## src/rtl/fia_pkg.sv

```systemverilog
package fia_pkg;
  localparam int unsigned SRC_W = 8;

  // bit positions of the status register
  localparam int unsigned IDX_HOT     = 0;
  localparam int unsigned IDX_TSD     = 1;
  localparam int unsigned IDX_BATLOW  = 2;
  localparam int unsigned IDX_UVLO    = 3;
  localparam int unsigned IDX_DISPREG = 4;
  localparam int unsigned IDX_PWRON   = 5;
  localparam int unsigned IDX_PG6V    = 6;
  localparam int unsigned IDX_LEDOVP  = 7;

  // sources that are deglitched before latching
  localparam logic [SRC_W-1:0] FILT_SEL =
    (SRC_W'(1) << IDX_UVLO) | (SRC_W'(1) << IDX_BATLOW);

  typedef logic [SRC_W-1:0] src_vec_t;
endpackage

```

## src/rtl/fia_deglitch.sv

```systemverilog
module fia_deglitch #(
  parameter int unsigned CYC = 6
) (
  input  logic clk,
  input  logic rst_n,
  input  logic din,
  output logic dout
);
  localparam int unsigned CW = $clog2(CYC + 1);
  localparam logic [CW-1:0] LAST = CW'(CYC - 1);

  logic [CW-1:0] cnt_q;
  logic          out_q;

  always_ff @(posedge clk or negedge rst_n) begin
    if (!rst_n) begin
      cnt_q <= '0;
      out_q <= 1'b0;
    end else if (din == out_q) begin
      cnt_q <= '0;
    end else if (cnt_q == LAST) begin
      cnt_q <= '0;
      out_q <= din;
    end else begin
      cnt_q <= cnt_q + 1'b1;
    end
  end

  assign dout = out_q;
endmodule

```

## src/rtl/fia_recheck_timer.sv

```systemverilog
module fia_recheck_timer #(
  parameter int unsigned CYC = 10
) (
  input  logic clk,
  input  logic rst_n,
  input  logic start,
  output logic fire
);
  localparam int unsigned CW = $clog2(CYC + 1);
  localparam logic [CW-1:0] LOAD = CW'(CYC);

  logic [CW-1:0] cnt_q;

  always_ff @(posedge clk or negedge rst_n) begin
    if (!rst_n)            cnt_q <= '0;
    else if (start)        cnt_q <= LOAD;
    else if (cnt_q != '0)  cnt_q <= cnt_q - 1'b1;
  end

  // one-cycle pulse on the last count; a new read restarts the window
  assign fire = (cnt_q == CW'(1)) && !start;
endmodule

```

## src/rtl/fia_status_latch.sv

```systemverilog
module fia_status_latch
  import fia_pkg::*;
(
  input  logic     clk,
  input  logic     rst_n,
  input  logic     clr,
  input  logic     recheck,
  input  src_vec_t qual,
  output src_vec_t status
);
  src_vec_t prev_q, stat_q, rise, relatch, stat_d;

  assign rise    = qual & ~prev_q;
  assign relatch = recheck ? qual : '0;
  // a clear wipes old bits only; new edges in the same cycle survive
  assign stat_d  = (clr ? '0 : stat_q) | rise | relatch;

  always_ff @(posedge clk or negedge rst_n) begin
    if (!rst_n) begin
      prev_q <= '0;
      stat_q <= '0;
    end else begin
      prev_q <= qual;
      stat_q <= stat_d;
    end
  end

  assign status = stat_q;
endmodule

```

## src/rtl/fault_irq_agg.sv

```systemverilog
module fault_irq_agg
  import fia_pkg::*;
#(
  parameter int unsigned DEGLITCH_CYC = 6,
  parameter int unsigned RECHECK_CYC  = 10
) (
  input  logic       clk,
  input  logic       rst_n,
  input  logic [7:0] fault_lvl,
  input  logic       stat_rd,
  input  logic       mask_we,
  input  logic [7:0] mask_wdata,
  output logic [7:0] stat_rdata,
  output logic       irq_pull,
  output logic       uv_warn_filt,
  output logic       batlow_warn_filt
);
  src_vec_t sync_q;
  src_vec_t qual;
  src_vec_t mask_q;
  src_vec_t status;
  logic     recheck;

  always_ff @(posedge clk or negedge rst_n) begin
    if (!rst_n) sync_q <= '0;
    else        sync_q <= fault_lvl;
  end

  for (genvar i = 0; i < SRC_W; i++) begin : g_src
    if (FILT_SEL[i]) begin : g_filt
      fia_deglitch #(.CYC(DEGLITCH_CYC)) dg_i (
        .clk  (clk),
        .rst_n(rst_n),
        .din  (sync_q[i]),
        .dout (qual[i])
      );
    end else begin : g_pass
      assign qual[i] = sync_q[i];
    end
  end

  fia_recheck_timer #(.CYC(RECHECK_CYC)) tmr_i (
    .clk  (clk),
    .rst_n(rst_n),
    .start(stat_rd),
    .fire (recheck)
  );

  fia_status_latch lat_i (
    .clk    (clk),
    .rst_n  (rst_n),
    .clr    (stat_rd),
    .recheck(recheck),
    .qual   (qual),
    .status (status)
  );

  always_ff @(posedge clk or negedge rst_n) begin
    if (!rst_n)       mask_q <= '0;
    else if (mask_we) mask_q <= mask_wdata;
  end

  assign stat_rdata       = status;
  assign irq_pull         = |(status & ~mask_q);
  assign uv_warn_filt     = qual[IDX_UVLO];
  assign batlow_warn_filt = qual[IDX_BATLOW];
endmodule

```

## config.mk

```make
export PLATFORM = sky130hd
export DESIGN_NAME = fault_irq_agg
export DESIGN_NICKNAME = d
export VERILOG_FILES = /design/src/rtl/fia_pkg.sv /design/src/rtl/fia_deglitch.sv /design/src/rtl/fia_recheck_timer.sv /design/src/rtl/fia_status_latch.sv /design/src/rtl/fault_irq_agg.sv
export SDC_FILE = /design/constraint.sdc
export NUM_CORES = 1
export LEC_CHECK = 0
export BUFFER_PORTS_ARGS = -buffer_cell sky130_fd_sc_hd__clkbuf_2
export CAP_MARGIN = 20
export CORE_MARGIN = 2
export CORE_UTILIZATION = 45
export CTS_CLUSTER_SIZE = 25
export DETAILED_ROUTE_END_ITERATION = 10
export GPL_TIMING_DRIVEN = 0
export PLACE_DENSITY = 0.68
export SYNTH_ARGS = -nofsm -noshare
export SYNTH_HDL_FRONTEND = slang
export SYNTH_SLANG_ARGS = --single-unit
```

## constraint.sdc

```tcl
create_clock -name clk -period 4.7 [get_ports clk]
set_clock_uncertainty 0.2 [all_clocks]
set_input_delay 0.47 -clock clk [delete_from_list [all_inputs] [get_ports clk]]
set_output_delay 0.47 -clock clk [all_outputs]
set_load 0.1 [all_outputs]
```

==> flow_summary.ini <==
[outcome]
outcome = completed

[setup_path]
worstPathCellList = inv_1, o22ai_1, or4_1, clkbuf_2
critPathArrivalTime_ps = 1810
r2r-start = tmr_i.cnt_q[1]
path_delay_family = simple AND/OR/NAND/NOR gates
critPathLaunchType = register
ff2ff_setup_slack_ps = 3000
worst-path-max-fanout = 3
ff2ff_path_depth = 6
crit_buf_inv = 2
crit_slowest_cell = or4_1
worstSetupPathType = reg -> out
endpoint_kind = primary output
slowest_delay_ps = 520
worst-path-stages = 4
cp_data_required_time_ps = 4030
crit_start = lat_i.status[0]

[drt]
post_drt_wl_per_cell_um = 13.0
vias_per_cell = 4.93
remaining_drc_errors = 0
drtIter0Drc = 44
vias = 1069
wl_um = 2820
final_antenna_net_count = 0
dr.pass1.iters = 3

[sta]
setup_violations = 0
hold_viol = 0
worstMarginPinSlew_ps = 546
tns_ps = 0
rsz0062_at_grt = false
fin_crit_sh_pct = 52.8
fin_crit_ps = 2480
maxSlewHeadroom_pct = 63.7
drv_slew = 0
setup_slack_ps = 2220
max_freq_mhz = 403

[placement]
gp_congestion = 0.671
place_ws_ps = 2600
port_buffers = 29
hpwl_um = 1990

[yosys]
synth_cells = 126
synth_seq_cells = 44
yosys-top-cells-area = dfrtp_1 67%, mux2_2 5.5%, a22o_1 4.3%, inv_1 3.0%, nand2_1 2.8%
ys_types = 23
syn_nets = 149
avgSynthCellArea_um2 = 13.0
synth_top_cell_by_area = dfrtp_1
seq_area_frac_synth_pct = 67.4
syn_area_um2 = 1630
yosysWarningCount = 0
synth_top_area_share_pct = 67.4

[finish]
utilization_pct = 58.2
synthToLayoutAreaGrowth_pct = 21.7
final_nets = 193
n_fill_cell = 299
layout-drive-gt1-share_pct = 26.9
diodes = 0

[global_route]
grt-ovfl-total = 0
grt_pass1_wl_um = 4930
first_global_vias = 1146
antenna_found_initial = 0
grt_usage_pct = 16.0
grt_max_degree = 45

[floorplan]
die_area_um2 = 4130
die_h_um = 64.3
rows = 21
start_util_pct = 47.8
coreArea_um2 = 3420
die_w_um = 64.3
io_pins = 31

[min_path]
hold_depth = 1
hold_start = fault_lvl[7]
hold_path.class = in -> reg

[power]
vdd_drop_max_mv = 0.256
total_leakage_power_nw = 0.969
power.density_nw_per_um2 = 506

[clock_tree]
cts_tree = yes
clk_pin_slew_ps = 120
numCtsBuffers = 5
htree_levels = 2
worstSkewPairLatency_ps = 350
cts_resized = 0
ctsRootBufferMaster = clkbuf_4
ctsHoldBuffers = 1
cts_sinks = 44
post_cts_buffers = 0
cts_buffer_depth = 2

[flow_run]
drv_cap = 0
routing by layer:
metal  up-vias  wire length (um)  GRT usage (%)
li1        514                 -              -
met1       522              1270           18.7
met2        29              1340           26.4
met3         4               168           6.16
met4         0                38           6.38
met5         -                 0              0
cell usage after synthesis:
cell type	n
or3_1	1
dfrtp_1	44
clkbuf_1	1
nor3_1	2
a21oi_1	5
nor3b_1	2
or4_1	1
nand2b_1	2
xnor2_1	3
mux2_2	8
or3b_1	1
ha_1	3
a31oi_1	1
or4b_1	1
mux2_1	2
a211o_1	1
nand3b_1	3
nand2_1	12
o22ai_1	4
a22o_1	8
buf_2	1
nor2_1	7
inv_1	13
stage by stage:
| step | power (mW) | area [um2] | hold slack [ps] | instances |
|---|---|---|---|---|
| detailed placement | 0.816 | 1840 | 164 | 201 |
| floorplan | 0.746 | 1630 | -25.6 | 126 |
| global placement | 0.799 | 1840 | 161 | 201 |
| finish | 1.01 | 1990 | 28.5 | 217 |
| CTS | 1.01 | 1910 | 0.736 | 210 |
| global route | 1.06 | 1990 | 2.11 | 217 |
cell type report:
cell class                      count  area (um2)  area share [%]
Sequential cell                    44        1100            55.3
Inverter                           13        48.8            2.45
Multi-Input combinational cell     67         475            23.9
Clock inverter                      1        7.51           0.377
Buffer                              2        8.76           0.440
Timing Repair Buffer               37         235            11.8
Clock buffer                        7        55.1            2.77
Tap cell                           46        57.6            2.89
worst reg2reg max path, delay by kind of cell, from the launching register on:
| kind | cells | cell delay (ps) |
|---|---|---|
| compound gates | 1 | 120 |
| fa+ha+maj | 1 | 140 |
| buf+inv | 2 | 300 |
| flops | 1 | 410 |
| simple gates | 2 | 500 |
state kept, by name, summed over array words and instances (netlist names):
register,count
g_src.g_filt.dg_i.cnt_q,6
g_src.g_filt.dg_i.dout,2
lat_i.prev_q,8
lat_i.status,8
mask_q,8
sync_q,8
tmr_i.cnt_q,4
placed cells by master, fill, tap and decap left out:
cell and count:
a21oi_1 5, o22ai_1 4, nor2_1 7, clkbuf_4 5, nor3_1 2, or3b_1 1, dfrtp_1 44, nor3b_1 2
mux2_1 2, or3_1 1, nand2_1 12, or4_1 1, ha_1 3, mux2_2 8, xnor2_1 3, nand3b_1 3
clkinvlp_4 1, buf_2 1, a22o_1 8, clkbuf_2 29, inv_1 13, dlygate4sd3_1 7, clkbuf_1 2, or4b_1 1
a211o_1 1, a31oi_1 1, nand2b_1 2, buf_12 1, clkbuf_8 1
power by group:
| part | leakage [nW] | switching, mW | total, mW | internal [mW] |
|---|---|---|---|---|
| sequential | 0.533 | 0.0584 | 0.501 | 0.443 |
| clock | 0.0315 | 0.116 | 0.189 | 0.0733 |
| combinational | 0.405 | 0.231 | 0.316 | 0.0844 |
| total | 0.969 | 0.405 | 1.01 | 0.601 |
kinds of logic (layout without fill, tap and decap cells):
| kind of cell | Yosys count | after routing | synth area share (%) |
|---|---|---|---|
| compound gates | 19 | 19 | 8.27 |
| xor+xnor | 3 | 3 | 1.61 |
| fa+ha+maj | 3 | 3 | 2.30 |
| buf+inv | 15 | 60 | 3.52 |
| flops | 44 | 44 | 67.4 |
| mux | 10 | 10 | 6.89 |
| simple gates | 32 | 32 | 10.0 |
path summary, 6_finish.rpt:
kind	endpoint
min in group asynchronous	lat_i.prev_q[0]
worst max-delay path	irq_pull
max in group asynchronous	lat_i.prev_q[7]
worst max register to register	lat_i.status[1]
worst min register to register	lat_i.prev_q[0]
worst min-delay path	sync_q[7]
Power figures use the tool's default switching activity.
